--- src/rtl/sgprot_pkg.sv ---
package sgprot_pkg;

    localparam int NGRP     = 70;
    localparam int CODE_W   = 8;
    localparam int ADDR_W   = 23;
    localparam int CODE_LSB = 15;
    localparam int IDX_W    = $clog2(NGRP);
    localparam int OFS_W    = CODE_LSB;

    typedef enum logic {
        SEQ_IDLE  = 1'b0,
        SEQ_ARMED = 1'b1
    } seq_st_e;

    // low-address pattern: A6=0, A3=0, A2=0, A1=1, A0=0
    function automatic logic lo_pattern_ok(input logic [ADDR_W-1:0] a);
        return (a[6] == 1'b0) && (a[3] == 1'b0) && (a[2] == 1'b0) &&
               (a[1] == 1'b1) && (a[0] == 1'b0);
    endfunction

    function automatic logic [CODE_W-1:0] grp_code(input logic [ADDR_W-1:0] a);
        return a[CODE_LSB +: CODE_W];
    endfunction

endpackage

--- src/rtl/sgprot_grp_dec.sv ---
module sgprot_grp_dec
    import sgprot_pkg::*;
#(
    parameter int N_GROUPS = NGRP,
    parameter int C_W      = CODE_W,
    localparam int I_W     = $clog2(N_GROUPS)
) (
    input  logic [C_W-1:0] code_i,
    output logic [I_W-1:0] idx_o,
    output logic           valid_o
);

    always_comb begin
        valid_o = (32'(code_i) < 32'(N_GROUPS));
        idx_o   = valid_o ? code_i[I_W-1:0] : '0;
    end

endmodule

--- src/rtl/sgprot_seq.sv ---
module sgprot_seq
    import sgprot_pkg::*;
#(
    parameter int C_W = CODE_W
) (
    input  logic           clk_i,
    input  logic           rst_ni,
    input  logic           we_ni,
    input  logic           qual_i,
    input  logic [C_W-1:0] code_i,
    output logic           set_o,
    output logic [C_W-1:0] set_code_o
);

    typedef struct packed {
        seq_st_e        st;
        logic [C_W-1:0] code;
        logic           we_prev;
    } seq_reg_t;

    seq_reg_t r_d, r_q;

    always_comb begin
        r_d        = r_q;
        set_o      = 1'b0;
        set_code_o = r_q.code;
        r_d.we_prev = we_ni;
        unique case (r_q.st)
            SEQ_IDLE: begin
                if (r_q.we_prev && !we_ni && qual_i) begin
                    r_d.st   = SEQ_ARMED;
                    r_d.code = code_i;
                end
            end
            SEQ_ARMED: begin
                if (!qual_i || (code_i != r_q.code)) begin
                    r_d.st = SEQ_IDLE;
                end else if (we_ni) begin
                    set_o  = 1'b1;
                    r_d.st = SEQ_IDLE;
                end
            end
            default: r_d.st = SEQ_IDLE;
        endcase
    end

    always_ff @(posedge clk_i or negedge rst_ni) begin
        if (!rst_ni) begin
            r_q.st      <= SEQ_IDLE;
            r_q.code    <= '0;
            r_q.we_prev <= 1'b1;
        end else begin
            r_q <= r_d;
        end
    end

endmodule

--- src/rtl/sgprot_bits.sv ---
module sgprot_bits
    import sgprot_pkg::*;
#(
    parameter int N_GROUPS = NGRP,
    localparam int I_W     = $clog2(N_GROUPS)
) (
    input  logic                clk_i,
    input  logic                rst_ni,
    input  logic                set_i,
    input  logic                set_valid_i,
    input  logic [I_W-1:0]      set_idx_i,
    input  logic [I_W-1:0]      rd_a_idx_i,
    input  logic                rd_a_valid_i,
    input  logic [I_W-1:0]      rd_b_idx_i,
    input  logic                rd_b_valid_i,
    output logic                rd_a_o,
    output logic                rd_b_o,
    output logic [N_GROUPS-1:0] bits_o
);

    logic [N_GROUPS-1:0] bits_d, bits_q;

    for (genvar g = 0; g < N_GROUPS; g++) begin : g_lock
        always_comb begin
            bits_d[g] = bits_q[g] |
                        (set_i && set_valid_i && (32'(set_idx_i) == g));
        end
    end

    always_ff @(posedge clk_i or negedge rst_ni) begin
        if (!rst_ni) bits_q <= '0;
        else         bits_q <= bits_d;
    end

    always_comb begin
        rd_a_o = 1'b0;
        rd_b_o = 1'b0;
        for (int g = 0; g < N_GROUPS; g++) begin
            if (rd_a_valid_i && (32'(rd_a_idx_i) == g)) rd_a_o = bits_q[g];
            if (rd_b_valid_i && (32'(rd_b_idx_i) == g)) rd_b_o = bits_q[g];
        end
    end

    assign bits_o = bits_q;

endmodule

--- src/rtl/sgprot_rd.sv ---
module sgprot_rd
    import sgprot_pkg::*;
(
    input  logic              clk_i,
    input  logic              rst_ni,
    input  logic              hv_i,
    input  logic              ce_ni,
    input  logic              oe_ni,
    input  logic              we_ni,
    input  logic              id_mode_i,
    input  logic              lo_ok_i,
    input  logic [OFS_W-1:0]  ofs_i,
    input  logic              flag_i,
    output logic              vld_o,
    output logic              dq0_o
);

    typedef struct packed {
        logic vld;
        logic dq0;
    } rd_reg_t;

    rd_reg_t r_d, r_q;
    logic    bus_rd;
    logic    vfy_hit;
    logic    id_hit;

    always_comb begin
        bus_rd  = !ce_ni && !oe_ni && we_ni;
        vfy_hit = bus_rd && hv_i && lo_ok_i;
        id_hit  = bus_rd && id_mode_i && (ofs_i == OFS_W'(2));
        r_d.vld = vfy_hit || id_hit;
        r_d.dq0 = r_d.vld && flag_i;
    end

    always_ff @(posedge clk_i or negedge rst_ni) begin
        if (!rst_ni) r_q <= '0;
        else         r_q <= r_d;
    end

    assign vld_o = r_q.vld;
    assign dq0_o = r_q.dq0;

endmodule

--- src/rtl/sgprot_top.sv ---
module sgprot_top
    import sgprot_pkg::*;
(
    input  logic              clk_i,
    input  logic              rst_ni,
    input  logic              hv_a9_i,
    input  logic              ce_ni,
    input  logic              oe_ni,
    input  logic              we_ni,
    input  logic              id_mode_i,
    input  logic [ADDR_W-1:0] addr_i,
    input  logic              req_prog_i,
    input  logic              req_erase_i,
    input  logic [CODE_W-1:0] req_code_i,
    output logic              inhibit_o,
    output logic              rd_vld_o,
    output logic              rd_dq0_o
);

    logic              lo_ok;
    logic              qual;
    logic [CODE_W-1:0] bus_code;
    logic [IDX_W-1:0]  bus_idx;
    logic              bus_valid;
    logic [IDX_W-1:0]  req_idx;
    logic              req_valid;
    logic              set_en;
    logic [CODE_W-1:0] set_code;
    logic [IDX_W-1:0]  set_idx;
    logic              set_valid;
    logic              bus_flag;
    logic              req_flag;
    logic [NGRP-1:0]   prot_bits;

    always_comb begin
        lo_ok    = lo_pattern_ok(addr_i);
        bus_code = grp_code(addr_i);
        qual     = hv_a9_i && !ce_ni && !oe_ni && lo_ok;
    end

    sgprot_grp_dec #(.N_GROUPS(NGRP), .C_W(CODE_W)) u_dec_bus (
        .code_i (bus_code),
        .idx_o  (bus_idx),
        .valid_o(bus_valid)
    );

    sgprot_grp_dec #(.N_GROUPS(NGRP), .C_W(CODE_W)) u_dec_req (
        .code_i (req_code_i),
        .idx_o  (req_idx),
        .valid_o(req_valid)
    );

    sgprot_grp_dec #(.N_GROUPS(NGRP), .C_W(CODE_W)) u_dec_set (
        .code_i (set_code),
        .idx_o  (set_idx),
        .valid_o(set_valid)
    );

    sgprot_seq #(.C_W(CODE_W)) u_seq (
        .clk_i     (clk_i),
        .rst_ni    (rst_ni),
        .we_ni     (we_ni),
        .qual_i    (qual),
        .code_i    (bus_code),
        .set_o     (set_en),
        .set_code_o(set_code)
    );

    sgprot_bits #(.N_GROUPS(NGRP)) u_bits (
        .clk_i       (clk_i),
        .rst_ni      (rst_ni),
        .set_i       (set_en),
        .set_valid_i (set_valid),
        .set_idx_i   (set_idx),
        .rd_a_idx_i  (bus_idx),
        .rd_a_valid_i(bus_valid),
        .rd_b_idx_i  (req_idx),
        .rd_b_valid_i(req_valid),
        .rd_a_o      (bus_flag),
        .rd_b_o      (req_flag),
        .bits_o      (prot_bits)
    );

    sgprot_rd u_rd (
        .clk_i    (clk_i),
        .rst_ni   (rst_ni),
        .hv_i     (hv_a9_i),
        .ce_ni    (ce_ni),
        .oe_ni    (oe_ni),
        .we_ni    (we_ni),
        .id_mode_i(id_mode_i),
        .lo_ok_i  (lo_ok),
        .ofs_i    (addr_i[OFS_W-1:0]),
        .flag_i   (bus_flag),
        .vld_o    (rd_vld_o),
        .dq0_o    (rd_dq0_o)
    );

    assign inhibit_o = (req_prog_i || req_erase_i) && req_flag;

endmodule

--- config.mk ---
export PLATFORM = sky130hd
export DESIGN_NAME = sgprot_top
export DESIGN_NICKNAME = d
export VERILOG_FILES = /design/src/rtl/sgprot_pkg.sv /design/src/rtl/sgprot_grp_dec.sv /design/src/rtl/sgprot_seq.sv /design/src/rtl/sgprot_bits.sv /design/src/rtl/sgprot_rd.sv /design/src/rtl/sgprot_top.sv
export SDC_FILE = /design/constraint.sdc
export NUM_CORES = 1
export LEC_CHECK = 0
export ABC_AREA = 1
export BUFFER_PORTS_ARGS = -buffer_cell sky130_fd_sc_hd__clkbuf_2
export CORE_UTILIZATION = 35
export CTS_BUF_LIST = sky130_fd_sc_hd__clkbuf_4
export DETAILED_ROUTE_END_ITERATION = 7
export GPL_ROUTABILITY_DRIVEN = 0
export PLACE_DENSITY = 0.59
export SYNTH_ARGS = -nofsm -noshare
export SYNTH_HDL_FRONTEND = slang
export SYNTH_SLANG_ARGS = --single-unit
--- constraint.sdc ---
create_clock -name clk_i -period 6.7 [get_ports clk_i]
set_input_delay 0.67 -clock clk_i [delete_from_list [all_inputs] [get_ports clk_i]]
set_output_delay 0.67 -clock clk_i [all_outputs]
set_load 0.05 [all_outputs]
==> run metrics <==
max-cap viol count 0; Post-Syn Area per Cell 7.00 sq um; largest family of logic cells by synthesized area simple AND/OR/NAND/NOR gates; Crit path largest cell delay 0.35 ns; Synth-to-Final Area Change 11.7%; first-pass GRT wire length 29100 um; Non-Filler Instances 1011; DP HPWL 14700 um; Leakage 2.83 nW; CP max FO 5; Initial DRC Count 551; PostCTS Resize Cnt 0; H-tree levels 3; post-synthesis compound-gate area fraction 0.170; Cell variety after synth 38; initial antenna violation count 0; Port Buffers 42; Crit Path Category in -> out; post-synth top area share 0.376; hold slack 0.0400 ns; CP max-delay cell nor2_1; DRT Pass-1 Iters 5; WL/cell 18.4 um; Max IR drop VDD 80.4 uV; CTS Sinks 82; crit path DAT 4.74 ns; Worst EP required 6.03 ns; pwr dens 157 nW/um^2; Clk Latency, worst-skew pair 0.49 ns; Max Root-Sink Buffers 2; clock root cell clkbuf_4; worst reg2reg path startpoint u_bits.bits_o[2]$_DFF_PN0_; ANT cells 0; TritonCTS clock tree done; CP Capture Type output pin; Max Transition Viols Final 0; Core ar. 15100 sq um; Cells after Synth 770; final period utilization 0.807; I/O pin cnt 43; worst slew margin relative to its limit 0.221; Post-CTS Setup Bufs 0; DR DRC count 0; share of layout cells above drive strength 1 0.154; CTS buffer count 9; Tot Pwr 0.948 mW; post-synthesis mux area share 0; Final #Nets 858; final hold viol count 0; hold buffers post-CTS 0; ranking of synthesized cells by area dfrtp_1 38%, inv_1 10%, nand2_1 9.6%; Routed Wire Length 18600 um; Setup Skew 0.0181 ns; Async SR Flop Fraction 1.00; #FFs+latches synth 82; die width 126 um; Peak Freq 185 MHz; crit path time final 5.41 ns; post-synthesis sequential area ratio 0.381; Mapped Area 5390 sq um; Synth Area in Simple Gates 0.315; Adder-Cell Fraction of Synth Area 0; via/cell ratio 5.44; Die Y 126 um; Synth Net Count 810; post-placement cell count 995; starting density of the core 0.356; most used cell, CP nand2_1; ANT nets after route 0; xor/xnor share of the synthesized area 0.0114; clock-pin slew of the registers on the worst-case setup and hold paths 0.14 ns; total track usage 0.245; largest net degree at the start of global routing 64; Ys Warns 0; Slew @ Worst Pin 1.16 ns; RSZ-0062 raised after global routing no; EDFF count, synth 0; via count 5497; die area 15900 sq um; vias in the first global route 5217; Primary FF master, synth dfrtp_1; Rows 45; CP Launch Type primary input; Setup-failing EPs final 0; TNS Setup 0 ns; Tightest Hold Check Type in -> async; Synth area leader dfrtp_1; Worst setup startpoint req_code_i[5]; Overflow after GRT 0; outcome finished clean
-- final timing paths --
check | to | slack (ns) | depth (start not counted)
setup / recovery | inhibit_o | 1.29 | 55
hold / removal | u_seq.set_code_o[7]$_DFFE_PN0P_ | 0.04 | 1
setup reg to reg | u_rd.dq0_o$_DFF_PN0_ | 2.29 | 48
hold reg to reg | u_bits.bits_o[40]$_DFF_PN0_ | 0.52 | 2
max in group asynchronous | u_rd.dq0_o$_DFF_PN0_ | 5.58 | 2
min in group clk_i | u_seq.r_q[0]$_DFF_PN1_ | 0.28 | 1
-- routing by layer --
layer / GRT usage / wire length (um)
met1: 0.329 / 8020
met5: 0 / 0
met3: 0.0663 / 1890
met2: 0.380 / 8250
met4: 0.0858 / 461
-- metrics by stage --
step           area, sq um   util  worst slack [ns]
3_5_place_dp          5860  0.387              1.29
4_1_cts               6020  0.398              1.27
6_report              6020  0.398              1.29
2_1_floorplan         5390      -              1.73
5_1_grt               6020  0.398             0.725
3_3_place_gp          5860  0.387              1.36
-- worst max-delay path: cells and delay by family --
| kind | cells | cell delay (ns) |
|---|---|---|
| buffers and inverters | 3 | 0.50 |
| AND/OR/NAND/NOR | 52 | 3.55 |
-- kinds of logic after synthesis --
family | after synthesis
DFF | 82
and+or+nand+nor | 373
buffers and inverters | 176
xor gates and xnor gates | 7
AOI/OAI and AO/OA | 132
-- area by class of cell --
| class | count | area [sq um] |
|---|---|---|
| clock buffer | 9 | 67.6 |
| clock inverter | 7 | 93.8 |
| fill | 1627 | 9120 |
| inverter | 164 | 616 |
| multi-input combinational | 512 | 2690 |
| sequential | 82 | 2050 |
| tap | 188 | 235 |
| timing repair buffer | 49 | 265 |
-- power breakdown --
| group | total, mW | switching (mW) | internal [mW] |
|---|---|---|---|
| logic | 0.111 | 0.0795 | 0.0312 |
| registers | 0.498 | 0.00177 | 0.497 |
| clock network | 0.339 | 0.189 | 0.150 |
| total | 0.948 | 0.270 | 0.678 |
-- sequential cells by signal, indices dropped and copies added, names as in the netlist --
| signal | count |
|---|---|
| u_seq.r_q | 2 |
| u_rd.vld_o | 1 |
| u_bits.bits_o | 70 |
| u_rd.dq0_o | 1 |
| u_seq.set_code_o | 8 |
-- cell usage after synthesis (2+ instances only) --
library cell  number
nand2_4            2
a32o_1             2
o2111ai_1          2
o21bai_1          31
a21oi_1            5
nor2_1           102
xor2_1             7
nor4_1             4
nand2_1          138
nand2_2            3
nand4_1           29
inv_1            148
nor3_1            11
nand3_2            3
o211ai_2           2
a31oi_1            4
nand3_1           71
o211ai_1           3
nor2_2             2
o21ai_0           44
clkbuf_1          11
o31ai_1            6
a31o_2            28
dfrtp_1           81
nor2_4             3
inv_2             15
a2111oi_0          2
-- cells in the final DEF, fill, tap and decap left out, drive strengths merged, types with 6 or more instances in the layout --
master	n
dfrtp	81
nor3	12
nand4	30
o21ai	45
nand2	144
buf	8
nor2	107
nand3	74
inv	163
clkbuf	50
o21bai	31
xor2	7
a31o	29
o31ai	6
Note: power is estimated with default switching activity, not from simulation.
